--- src/rtl/rtc_emu_pkg.sv ---
package rtc_emu_pkg;

  localparam int unsigned RATE_MIN = 1;
  localparam int unsigned RATE_MAX = 13;
  localparam int unsigned RATE_TICK = 6;

  localparam int unsigned BIT_PEND = 7;
  localparam int unsigned BIT_PER  = 6;
  localparam int unsigned BIT_ALM  = 5;
  localparam int unsigned BIT_UPD  = 4;

  function automatic logic [3:0] clamp_rate(input logic [3:0] code);
    if (code < 4'(RATE_MIN)) return 4'(RATE_MIN);
    if (code > 4'(RATE_MAX)) return 4'(RATE_MAX);
    return code;
  endfunction

  function automatic logic [31:0] tick_interval(input logic [3:0] code,
                                                input logic [31:0] base);
    logic [3:0]  c;
    logic [31:0] iv;
    c = clamp_rate(code);
    if (c <= 4'(RATE_TICK)) begin
      iv = base;
    end else begin
      iv = base >> (c - 4'(RATE_TICK));
    end
    if (iv == 32'd0) iv = 32'd1;
    return iv;
  endfunction

  function automatic logic [5:0] div_limit(input logic [3:0] code);
    logic [3:0] c;
    c = clamp_rate(code);
    if (c <= 4'(RATE_TICK)) return 6'(1) << (4'(RATE_TICK) - c);
    return 6'd1;
  endfunction

  function automatic logic is_ahead(input logic [31:0] a, input logic [31:0] b);
    logic signed [31:0] d;
    d = $signed(a - b);
    return d > 0;
  endfunction

endpackage

--- src/rtl/rtc_catchup.sv ---
module rtc_catchup
  import rtc_emu_pkg::*;
#(
  parameter int unsigned LOST_W = 16
) (
  input  logic              clk,
  input  logic              rst_n,
  input  logic              any_en,
  input  logic [31:0]       counter,
  input  logic [31:0]       interval,
  output logic [31:0]       cmp,
  output logic              done,
  output logic [LOST_W-1:0] lost
);

  logic              busy;
  logic [LOST_W-1:0] steps;
  logic              fire;
  logic              step_now;
  logic [31:0]       cmp_nx;
  logic              ahead_nx;
  logic [LOST_W-1:0] steps_inc;

  assign fire      = !busy && any_en && !is_ahead(cmp, counter);
  assign step_now  = busy || fire;
  assign cmp_nx    = cmp + interval;
  assign ahead_nx  = is_ahead(cmp_nx, counter);
  assign steps_inc = (&steps) ? steps : steps + LOST_W'(1);

  always_ff @(posedge clk or negedge rst_n) begin
    if (!rst_n) begin
      cmp   <= '0;
      busy  <= 1'b0;
      steps <= '0;
      done  <= 1'b0;
      lost  <= '0;
    end else begin
      done <= 1'b0;
      if (step_now) begin
        cmp <= cmp_nx;
        if (ahead_nx) begin
          busy <= 1'b0;
          done <= 1'b1;
          lost <= busy ? steps : '0;
        end else begin
          busy  <= 1'b1;
          steps <= busy ? steps_inc : LOST_W'(1);
        end
      end
    end
  end

  a_r4_done_leaves_idle: assert property (@(posedge clk) disable iff (!rst_n)
    done |-> !busy);

  a_r10_frozen_when_off: assert property (@(posedge clk) disable iff (!rst_n)
    (!any_en && !busy) |=> $stable(cmp));

  a_r3_single_step: assert property (@(posedge clk) disable iff (!rst_n)
    busy |=> (cmp == $past(cmp) + $past(interval)));

endmodule

--- src/rtl/rtc_per_div.sv ---
module rtc_per_div
  import rtc_emu_pkg::*;
#(
  parameter int unsigned LOST_W = 16
) (
  input  logic              clk,
  input  logic              rst_n,
  input  logic              per_en,
  input  logic              done,
  input  logic [LOST_W-1:0] lost,
  input  logic [3:0]        rate_code,
  output logic              per_hit
);

  localparam int unsigned SUM_W = LOST_W + 2;

  logic [5:0]       cnt;
  logic [SUM_W-1:0] sum;
  logic [5:0]       limit;

  assign limit   = div_limit(rate_code);
  assign sum     = SUM_W'(cnt) + SUM_W'(lost) + SUM_W'(1);
  assign per_hit = done && per_en && (sum >= SUM_W'(limit));

  always_ff @(posedge clk or negedge rst_n) begin
    if (!rst_n) begin
      cnt <= '0;
    end else if (!per_en) begin
      cnt <= '0;
    end else if (done) begin
      cnt <= per_hit ? 6'd0 : sum[5:0];
    end
  end

  a_r6_clear_after_hit: assert property (@(posedge clk) disable iff (!rst_n)
    per_hit |=> (cnt == 6'd0));

  a_r6_idle_when_off: assert property (@(posedge clk) disable iff (!rst_n)
    !per_en |=> (cnt == 6'd0));

endmodule

--- src/rtl/rtc_flag_gen.sv ---
module rtc_flag_gen
  import rtc_emu_pkg::*;
(
  input  logic        clk,
  input  logic        rst_n,
  input  logic        done,
  input  logic        upd_en,
  input  logic        alm_en,
  input  logic        per_en,
  input  logic        per_hit,
  input  logic [7:0]  hours,
  input  logic [7:0]  minutes,
  input  logic [7:0]  seconds,
  input  logic [7:0]  alm_hours,
  input  logic [7:0]  alm_minutes,
  input  logic [7:0]  alm_seconds,
  output logic        irq,
  output logic [15:0] flags
);

  logic [7:0] last_sec;
  logic       last_valid;
  logic       upd_hit;
  logic       alm_hit;
  logic       any_hit;
  logic [7:0] flag_byte;

  assign upd_hit = done && upd_en && last_valid && (seconds != last_sec);
  assign alm_hit = done && alm_en && (hours == alm_hours) &&
                   (minutes == alm_minutes) && (seconds == alm_seconds);
  assign any_hit = upd_hit || alm_hit || per_hit;

  always_comb begin
    flag_byte           = '0;
    flag_byte[BIT_PEND] = any_hit;
    flag_byte[BIT_PER]  = per_hit;
    flag_byte[BIT_ALM]  = alm_hit;
    flag_byte[BIT_UPD]  = upd_hit;
  end

  always_ff @(posedge clk or negedge rst_n) begin
    if (!rst_n) begin
      last_sec   <= '0;
      last_valid <= 1'b0;
      irq        <= 1'b0;
      flags      <= '0;
    end else begin
      if (!upd_en) begin
        last_valid <= 1'b0;
      end else if (done) begin
        last_sec   <= seconds;
        last_valid <= 1'b1;
      end
      irq   <= any_hit;
      flags <= any_hit ? {8'd1, flag_byte} : 16'd0;
    end
  end

  a_r9_word_with_pulse: assert property (@(posedge clk) disable iff (!rst_n)
    irq |-> (flags[15:8] == 8'd1 && flags[BIT_PEND] && flags[3:0] == 4'd0));

  a_r9_quiet_without_pulse: assert property (@(posedge clk) disable iff (!rst_n)
    !irq |-> (flags == 16'd0));

  a_r8_alarm_needs_enable: assert property (@(posedge clk) disable iff (!rst_n)
    flags[BIT_ALM] |-> $past(alm_en));

  a_r7_update_needs_enable: assert property (@(posedge clk) disable iff (!rst_n)
    flags[BIT_UPD] |-> $past(upd_en));

  a_r6_periodic_needs_enable: assert property (@(posedge clk) disable iff (!rst_n)
    flags[BIT_PER] |-> $past(per_en));

endmodule

--- src/rtl/rtc_tick_emu.sv ---
module rtc_tick_emu
  import rtc_emu_pkg::*;
#(
  parameter int unsigned BASE_INTERVAL = 2048,
  parameter int unsigned LOST_W        = 16
) (
  input  logic              clk,
  input  logic              rst_n,
  input  logic [31:0]       counter_i,
  input  logic [7:0]        hours_i,
  input  logic [7:0]        minutes_i,
  input  logic [7:0]        seconds_i,
  input  logic              upd_en_i,
  input  logic              alm_en_i,
  input  logic              per_en_i,
  input  logic [7:0]        alm_hours_i,
  input  logic [7:0]        alm_minutes_i,
  input  logic [7:0]        alm_seconds_i,
  input  logic [3:0]        rate_code_i,
  output logic [31:0]       cmp_o,
  output logic              catchup_done_o,
  output logic [LOST_W-1:0] lost_ticks_o,
  output logic              irq_o,
  output logic [15:0]       flags_o
);

  localparam logic [31:0] BASE_IV = 32'(BASE_INTERVAL);

  logic        any_en;
  logic [31:0] interval;
  logic        per_hit;

  assign any_en   = upd_en_i || alm_en_i || per_en_i;
  assign interval = tick_interval(rate_code_i, BASE_IV);

  rtc_catchup #(.LOST_W(LOST_W)) u_catchup (
    .clk      (clk),
    .rst_n    (rst_n),
    .any_en   (any_en),
    .counter  (counter_i),
    .interval (interval),
    .cmp      (cmp_o),
    .done     (catchup_done_o),
    .lost     (lost_ticks_o)
  );

  rtc_per_div #(.LOST_W(LOST_W)) u_per_div (
    .clk       (clk),
    .rst_n     (rst_n),
    .per_en    (per_en_i),
    .done      (catchup_done_o),
    .lost      (lost_ticks_o),
    .rate_code (rate_code_i),
    .per_hit   (per_hit)
  );

  rtc_flag_gen u_flag_gen (
    .clk         (clk),
    .rst_n       (rst_n),
    .done        (catchup_done_o),
    .upd_en      (upd_en_i),
    .alm_en      (alm_en_i),
    .per_en      (per_en_i),
    .per_hit     (per_hit),
    .hours       (hours_i),
    .minutes     (minutes_i),
    .seconds     (seconds_i),
    .alm_hours   (alm_hours_i),
    .alm_minutes (alm_minutes_i),
    .alm_seconds (alm_seconds_i),
    .irq         (irq_o),
    .flags       (flags_o)
  );

  a_r4_done_makes_ahead: assert property (@(posedge clk) disable iff (!rst_n)
    catchup_done_o |-> $changed(cmp_o));

endmodule

--- config.mk ---
export PLATFORM = sky130hd
export DESIGN_NAME = rtc_tick_emu
export DESIGN_NICKNAME = d
export VERILOG_FILES = /design/src/rtl/rtc_emu_pkg.sv /design/src/rtl/rtc_catchup.sv /design/src/rtl/rtc_per_div.sv /design/src/rtl/rtc_flag_gen.sv /design/src/rtl/rtc_tick_emu.sv
export SDC_FILE = /design/constraint.sdc
export NUM_CORES = 1
export LEC_CHECK = 0
export BUFFER_PORTS_ARGS = -buffer_cell sky130_fd_sc_hd__buf_2
export CAP_MARGIN = 25
export CORE_MARGIN = 1.5
export CORE_UTILIZATION = 40
export CTS_CLUSTER_DIAMETER = 120
export DETAILED_ROUTE_END_ITERATION = 10
export HOLD_SLACK_MARGIN = 0.06
export MAX_ROUTING_LAYER = met4
export SLEW_MARGIN = 10
export SYNTH_ARGS = -nofsm -noshare
export SYNTH_HDL_FRONTEND = slang
export SYNTH_HIERARCHICAL = 1
export SYNTH_SLANG_ARGS = --single-unit
export TNS_END_PERCENT = 50
--- constraint.sdc ---
create_clock -name clk -period 7.5 [get_ports clk]
set_input_delay 1.875 -clock clk [delete_from_list [all_inputs] [get_ports clk]]
set_output_delay 1.875 -clock clk [all_outputs]
set_load 0.02 [all_outputs]
* Yosys cells after proc, flatten, opt, wreduce, memory -nomap -nowiden
Index checks and enable logic that the tools add are counted. W data, S select, Z words.
Operators by class: reductions and logical operators 23, muxes and demuxes 24, shift-type cells 2, $add $sub $neg 8, magnitude comparators 6, bitwise logic cells 1, equality and inequality tests 7
Operators by type and width (number):
- $gt A32 B1 Y1 const B | 2
- $mux W32 | 2
- $sub A32 B32 Y32 | 2
- $mux W16 | 3
- $add A32 B32 Y32 | 1
- $logic_not A32 Y1 | 1
- $shr A12 B4 Y32 const A | 1
- $mux W6 | 5
- $eq A8 B8 Y1 | 3
- $add A18 B1 Y18 const B | 1
- $ge A18 B6 Y1 | 1
- $add A6 B16 Y17 | 1
- $add A16 B1 Y16 const B | 1
- $mux W4 | 4
- $reduce_and A16 Y1 | 1
- $logic_and A1 B1 Y1 | 11
- $mux W1 | 9
- $mux W9 | 1
- $ne A8 B8 Y1 | 1
- $shl A1 B4 Y6 const A | 1
- $logic_or A1 B1 Y1 | 5
- $gt A4 B4 Y1 const B | 1
- $le A4 B3 Y1 const B | 1
- $lt A4 B1 Y1 const B | 1
- other kinds (8) | 11
Word-level totals: word-level logic and storage cells 81, output and inout bits 66, input bits 89, flip-flop bits (word level) 98

* Depth between registers and ports, before layout
Gate-level depths: netlist (run 1).
depth in word-level cells 15, mapped depth 34, gate-level depth less buffers 30

* Hierarchy
The synthesis (run 1) kept the hierarchy.
By module, submodules not included:
- rtc_catchup | cells an instance 1159, seq. area each 1651.6 um^2, area each 8926.1 um^2, instances 1
- rtc_per_div | cells an instance 113, seq. area each 150.1 um^2, area each 938.4 um^2, instances 1
- rtc_flag_gen | cells an instance 86, seq. area each 325.3 um^2, area each 922.1 um^2, instances 1
- rtc_tick_emu | cells an instance 42, seq. area each 0.0 um^2, area each 280.3 um^2, instances 1

* Least setup slack after synthesis (run 1)
No wires, ideal clock.
path kind input to register, start in rate_code_i[2], end reg u_catchup.steps[11], arrival time 8216 ps, slack -849 ps, library setup time 133 ps, stages 32, data required time 7367 ps, cell sequence buf_2 > clkbuf_1 > ha_1 > buf_2 > nand3b_1 > o32ai_1 > a22o_1 > ha_1 > fa_1 > a211oi_1 > o21ai_0 > and2_1 > a211o_1 > a31oi_1 > o211ai_1 > a21bo_2 > a21oi_1 > xnor2_1 > ha_1 > inv_1 > nor3_1 > a211oi_1 > or4_1 > nor4_1 > nand4_1 > nor4_1 > o2111ai_1 > and2_1 > buf_4 > buf_6 > o31ai_1 > o41ai_1
On the way: longest elaborated chain between the ends 15, elaborated cells on any way between the ends 19, classes of those cells add/sub (3); order compare (4); shift (1); mux (8); bitwise (1); reduce/logical (2)
RTL lines:
- start: declaration | RTL line rtc_tick_emu.sv:19 | input logic [3:0] rate_code_i,
- $gt A4 B4 Y1 | RTL line rtc_emu_pkg.sv:14 | if (code > 4'(RATE_MAX)) return 4'(RATE_MAX);
- $mux W1 (2 in series) | RTL line rtc_emu_pkg.sv:14
- $mux W4 | RTL line rtc_emu_pkg.sv:15 | return code;
- $mux W4 (*) | RTL line rtc_emu_pkg.sv:14
- $sub A4 B3 Y4 | RTL line rtc_emu_pkg.sv:26 | iv = base >> (c - 4'(RATE_TICK));
- $shr A12 B4 Y32 | RTL line rtc_emu_pkg.sv:26
- $mux W32 (*) | RTL line rtc_emu_pkg.sv:23 | if (c <= 4'(RATE_TICK)) begin
- $logic_not A32 Y1 | RTL line rtc_emu_pkg.sv:28 | if (iv == 32'd0) iv = 32'd1;
- $mux W32 (*) | RTL line rtc_emu_pkg.sv:28
- via interval[0] | RTL line rtc_tick_emu.sv:30 | logic [31:0] interval;
- $add A32 B32 Y32 (*) | RTL line rtc_catchup.sv:26 | assign cmp_nx = cmp + interval;
- via u_catchup.cmp_nx[28] | RTL line rtc_catchup.sv:20 | logic [31:0] cmp_nx;
- $sub A32 B32 Y32 (*) | RTL line rtc_emu_pkg.sv:41 | d = $signed(a - b);
- $gt A32 B1 Y1 (*) | RTL line rtc_emu_pkg.sv:42 | return d > 0;
- $not A1 Y1 (no line) (*)
- $reduce_and A3 Y1 (no line) (*)
- end signal: assignment | RTL line rtc_catchup.sv:47 | steps <= busy ? steps_inc : LOST_W'(1);
- end: declaration | RTL line rtc_catchup.sv:17 | logic [LOST_W-1:0] steps;
The timed path passes the listed nets; every way through them passes the cells marked *. The select of a mux whose other input is x is not followed. A chain may end at the register's enable or synchronous reset.

* Worst setup path in the final report (run 1)
start in rate_code_i[1], end reg u_catchup.steps[5]
The elaborated chain is that of the path after synthesis.

==> metrics, run 1 <==
outcome finished with violations; failing checks negative setup slack; Core ar. around 27000 um2; CP peak stage delay 520 ps; clk root buf clkbuf_16; DP Worst Slack -1020 ps; clock skew between 10 and 15 ps; Worst VDD drop ~370 uV; type of the tightest min-delay check flip-flop to flip-flop; GRT overflow 0; TritonRoute pass-1 iters 5; area of the mapped netlist between 10000 and 15000 um2; register area share after synthesis 0.192; Slew Limit Fails 0; simple-gate area share of the yosys netlist 0.226; leakage power between 6 and 7 nW; logic gate share of total power 0.843; Final Wtd Congestion 0.964; Design Power ~8.5 mW; sw frac 0.519; share of cells above drive strength 1 0.309; Slew Limit Headroom 0.391; Max Cap Viol 0; WP data required roughly 7700 ps; internal power approximately 4 mW; Initial Util 0.409; die area between 20000 and 30000 um2; main combinational cell family by area after synthesis compound AO/OA/AOI/OAI gates; insertion delay of the later-clocked pin in the worst-skew pair 360 ps; Synth Area in XOR/XNOR 0.0644; per-cell routed wire length 18.8 um; Synth Area in Compound Gates 0.271; Final Util 0.535; Layout area overhead 30.6%; Fill cells 2600; DP HPWL around 30000 um; antenna-violating nets left 0; ys flop type dfrtp_1; Setup Viol. Count Final 34; IO Pins 155; Final period util 1.07; post-synthesis instance total 1400; Hold Buf Count CTS 0; critical path's slowest cell or4_1; Tmin final about 8000 ps; final WL just under 40000 um; Clk pin slew, worst setup/hold paths about 80 ps; Post-synth EDFFs 0; clock network fraction of design power 0.057; CTS tree built; unrepaired setup endpoints after global routing true; Synth cell types 103; Crit path top cell by count buf_4; DR iter-0 viols a little over 700; Switch Pwr 4.39 mW; Via Count ~12000; Net count, final about 1900; register share of total power 0.100; Worst Max-Slew Pin Slew 904 ps; Std-Cell Rows 60; startpoint types primary input; number of CTS-inserted buffers 9; PD cells between 500 and 600 nW/um2; crit path DAT between 8000 and 9000 ps; number of global-route vias before repair roughly 11000; remaining routing DRC violations 0; critical path class primary input to flip-flop; Seq cells post-synth 85; maximum number of pins on one net before global-route repair 48; Adder-Cell Fraction of Synth Area 0.128; CTS Sinks 85; Chip Width ~170 um; initial antenna violation count 0; Die Height approximately 170 um; Max Buffers Root-to-Sink 2; post-DR vias/cell just under 6; fmax approximately 0.12 GHz; yosys warns 6; total track usage 0.274; final hold violations 0; multiplexer share of the synthesized area 0.0501; Setup TNS Final -14940 ps; Worst setup EP type flip-flop; Async S/R FF share, synth 1.00; crit-path max FO 8; first-pass GRT wire length approximately 61000 um; worst setup margin -508 ps; IO Port Bufs around 140; H-tree depth 3; Syn Area/Cell slightly below 8 um2
## repair_timing
action	in CTS	in global routing
endpoints found under the setup margin	34	34
resized for setup	44	62
buffers inserted	18	6
gates cloned	1	0
pin swaps	31	38
## state kept, by name (all words and copies together), names as in the netlist
register               count
u_catchup/busy             1
u_catchup/cmp             32
u_catchup/done             1
u_catchup/lost            16
u_catchup/steps           16
u_flag_gen/flags           4
u_flag_gen/last_sec        8
u_flag_gen/last_valid      1
u_per_div/cnt              6
## cells in the mapped netlist, types with 13 or more instances
master / n / area [um2]
a211oi_1: 22 / 165
o21a_1: 20 / 150
buf_2: 16 / 80.1
a31oi_1: 19 / 119
and2_1: 14 / 87.6
nand2b_1: 17 / 106
inv_1: 81 / 304
a21o_1: 25 / 188
nand4_1: 39 / 244
o21bai_1: 15 / 113
o21ai_0: 76 / 380
a21oi_1: 92 / 460
or3_1: 17 / 106
nand3_1: 53 / 265
buf_4: 23 / 173
ha_1: 107 / 1340
clkbuf_1: 21 / 78.8
xnor2_1: 47 / 412
mux2_2: 31 / 349
nor2b_1: 14 / 87.6
o211ai_1: 18 / 135
nor3_1: 43 / 215
dfrtp_1: 85 / 2130
nor4_1: 18 / 113
xor2_1: 30 / 263
o31ai_1: 21 / 158
nand2_1: 117 / 439
and3_1: 13 / 81.3
nor2_1: 95 / 357
## metrics by stage
step,hold slack [ps],cells,area [um2]
after CTS,491,2069,14100
final,486,2076,14500
after global routing,505,2075,14400
after detailed placement,471,2034,13400
after floorplan,443,1429,11300
after global placement,465,2034,13400
## power by group through the flow
| stage | clock (mW) | combinational, mW | sequential, mW |
|---|---|---|---|
| floorplan | 0 | 3.87 | 0.877 |
| global placement | 0 | 6.15 | 0.852 |
| detailed placement | 0 | 6.17 | 0.852 |
| CTS | 0.492 | 6.64 | 0.845 |
| global route | 0.511 | 7.70 | 0.866 |
| finish | 0.481 | 7.13 | 0.846 |
## final cells by class
cell class              count  area, um2  share of cell area
diodes                      1       2.50            0.000173
inverters                  82        310              0.0215
well taps                 341        427              0.0295
multi-input cells        1193       8890               0.616
clock inverters             7       75.1             0.00520
clock buffers               9        225              0.0156
flip-flops and latches     85       2130               0.147
repair buffers            358       2390               0.165
## critical path, delay by kind of cell
kind	cells	cell delay [ps]
xor gates and xnor gates	1	110
AOI/OAI and AO/OA	14	2570
and+or+nand+nor	8	1660
buffers and inverters	6	770
adders and majority gates	4	1250
## final timing paths
| check | startpoint | to | slack [ps] | cells after the start |
|---|---|---|---|---|
| setup / recovery | rate_code_i[1] | u_catchup/steps[5] | -510 | 33 |
| hold / removal | u_flag_gen/last_valid | u_flag_gen/last_valid | 490 | 1 |
| setup reg to reg | u_catchup/cmp[12] | u_catchup/steps[5] | 1490 | 28 |
| hold reg to reg | u_flag_gen/last_valid | u_flag_gen/last_valid | 490 | 1 |
| max in group asynchronous | rst_n | u_catchup/cmp[20] | 4960 | 2 |
| min in group asynchronous | rst_n | u_flag_gen/last_sec[7] | 1480 | 1 |
## per-layer routing
| metal | wire, um | GRT usage |
|---|---|---|
| met2 | 18900 | 0.449 |
| met5 | 0 | - |
| met4 | 939 | 0.0850 |
| met1 | 17400 | 0.357 |
| met3 | 1840 | 0.0292 |
## cells in the final DEF, fill, tap and decap left out, drive strengths merged, types with 8 or more instances in the layout
cell and instances:
ha 107, mux2i 10, o41ai 10, a21oi 100, conb 31, xor2 30
o211ai 19, nor2b 14, nand2b 17, nor4 19, o21ai 86, nor3 45
and3 13, mux2 40, a31oi 19, or3 18, clkbuf 9, o22ai 11
dfrtp 85, nand3 53, xnor2 48, nand2 119, buf 358, inv 85
a2111oi 8, nand4 39, o21a 21, a21o 26, and2 14, o2111ai 13
o31ai 21, o21bai 15, a211oi 23, nor2 97
## logic make-up after synthesis
logic type | Yosys count
AOI/OAI and AO/OA | 435
adders and majority gates | 111
DFF | 85
other | 2
buffers and inverters | 151
xor gates and xnor gates | 79
and+or+nand+nor | 487
muxes | 50
(Power assumes the default switching activity.)
==> run 2, diff against run 1 <==
--- a/config.mk
+++ b/config.mk
@@ -13,6 +13,7 @@
 export DETAILED_ROUTE_END_ITERATION = 10
 export HOLD_SLACK_MARGIN = 0.06
 export MAX_ROUTING_LAYER = met4
+export RECOVER_POWER = 25
 export SLEW_MARGIN = 10
 export SYNTH_ARGS = -nofsm -noshare
 export SYNTH_HDL_FRONTEND = slang
==> run 2 against run 1 <==
Net effect:
- the run ends with max-capacitance violations, max-slew violations, negative setup slack left
- critical path depth did not move
- register-to-register slack improved by 20 ps
- hold slack barely moved
- largest cell class unchanged
- critical path type unchanged
==> metrics, run 2 (synthesis gave the netlist of run 1 again) <==
outcome finished with violations; failing checks max-capacitance violations, max-slew violations, negative setup slack; crit path DAT just over 8000 ps; Die Height about 170 um; Reg with most FFs u_catchup/cmp; area of the multi-input gates ~8900 um2; Crit path max-delay family compound AO/OA/AOI/OAI gates; clk root buf clkbuf_16; biggest regs u_catchup/cmp x32, u_catchup/lost x16, u_catchup/steps x16; number of cells on the worst reg-to-reg path 28; Worst VDD drop around 370 uV; maximum number of pins on one net before global-route repair 48; TritonRoute pass-1 iters 6; insertion delay of the later-clocked pin in the worst-skew pair approximately 360 ps; Slew Limit Fails 40; DR iter-0 viols 791; leakage power ~6.6 nW; CP Buf/Inv Count 6; Setup TNS Final -15060 ps; per-cell routed wire length roughly 19 um; fmax between 0.1 and 0.15 GHz; Net count, final slightly below 2000; worst setup margin -511 ps; unrepaired setup endpoints after global routing true; commonest non-fill, non-tap cells in the layout 210 x buf_4, 139 x buf_2, 115 x nand2_1, 100 x ha_1, 92 x nor2_1; leading cell type in the layout, fill and taps excluded buf_4; Hold Path End u_flag_gen/last_valid; Max Buffers Root-to-Sink 2; Tmin final approximately 8000 ps; H-tree depth 3; Slew Limit Headroom -0.507; DP HPWL between 30000 and 40000 um; hold path start u_flag_gen/last_valid; IO Port Bufs around 140; PD cells about 590 nW/um2; Cells after DPL around 2000; first-pass GRT wire length just over 60000 um; startpoint types primary input; Fill cells between 2000 and 3000; antenna-violating nets left 0; Core ar. approximately 27000 um2; Chip Width approximately 170 um; Worst setup EP type flip-flop; Layout area overhead 30.5%; clock network fraction of design power 0.057; CTS tree built; RR Startpoint u_catchup/cmp[12]; number of CTS-inserted buffers 9; Clk pin slew, worst setup/hold paths about 80 ps; sw frac 0.519; logic gate share of total power 0.843; GRT overflow 0; Final Wtd Congestion approximately 0.96; non-filler cells, final ~2100; final WL 39100 um; max reg flops 32; hold depth 1; number of global-route vias before repair 11478; total track usage 0.274; Std-Cell Rows 60; reg2reg setup slack about 1500 ps; post-DR vias/cell between 5 and 6; CP peak stage delay ~510 ps; Worst Max-Slew Pin Slew roughly 2300 ps; reg-to-reg endpoint u_catchup/steps[8]; share of cells above drive strength 1 0.307; crit-path max FO 8; type of the tightest min-delay check flip-flop to flip-flop; IO Pins approximately 160; Initial Util 0.409; WP data required 7730 ps; Via Count around 12000; final hold violations 0; Switch Pwr between 4 and 5 mW; die area 28700 um2; remaining routing DRC violations 0; Setup Viol. Count Final 34; Max Cap Viol 1; critical path's slowest cell or4_1; CTS Sinks 85; internal power 4.07 mW; flip-flop and latch area ~2100 um2; clock skew about 13 ps; Crit path top cell by count buf_4; critical path class primary input to flip-flop; register share of total power 0.100; Final period util 1.07; initial antenna violation count 0
run 2: repair_timing:
action | CTS | global route
hold buffers | 0 | 0
pin swaps | 31 | 38
resized for setup | 44 | 62
setup endpoints to repair | 34 | 34
setup buffers | 18 | 6
gates cloned | 1 | 0
run 2: per-layer routing:
layer | vias to the layer above | track usage | share of wire
li1 | 5886 | - | -
met1 | 5940 | 0.357 | 0.44
met2 | 352 | 0.449 | 0.49
met3 | 54 | 0.0292 | 0.046
met4 | 0 | 0.0850 | 0.023
met5 | - | - | 0
run 2: layout make-up:
cell class                 instances  area share
multi-input combinational       1193       0.616
timing repair buffer             358       0.165
sequential                        85       0.147
tap                              341      0.0295
inverter                          82      0.0215
clock buffer                       9      0.0156
clock inverter                     7     0.00520
antenna                            1    0.000173
run 2: stage by stage:
step                 util  hold slack (ps)  instance area [um2]  total power [mW]  worst slack [ps]
finish              0.534              486                14400              8.45              -511
global route        0.534              505                14400              9.08              -799
CTS                 0.520              491                14100              7.97              -576
detailed placement  0.496              471                13400              7.02             -1020
global placement    0.496              465                13400              7.00              -892
floorplan               -              443                11300              4.75              -282
run 2: worst max path at each step:
stage | startpoint | to | slack [ps] | cells past startpoint
CTS | rate_code_i[1] | u_catchup/steps[11] | -580 | 34
detailed placement | rate_code_i[1] | u_catchup/steps[11] | -1020 | 34
floorplan | rate_code_i[2] | u_catchup/steps[11] | -280 | 33
global route | rate_code_i[3] | u_catchup/steps[8] | -800 | 33
global placement | rate_code_i[1] | u_catchup/steps[2] | -890 | 33
finish | rate_code_i[1] | u_catchup/steps[8] | -510 | 33
run 2: power by group through the flow:
| stage | clock network, mW | logic, mW | registers (mW) |
|---|---|---|---|
| after floorplan | 0 | 3.87 | 0.877 |
| after global placement | 0 | 6.15 | 0.852 |
| after detailed placement | 0 | 6.17 | 0.852 |
| after CTS | 0.492 | 6.64 | 0.845 |
| after global routing | 0.511 | 7.70 | 0.866 |
| final | 0.483 | 7.13 | 0.846 |
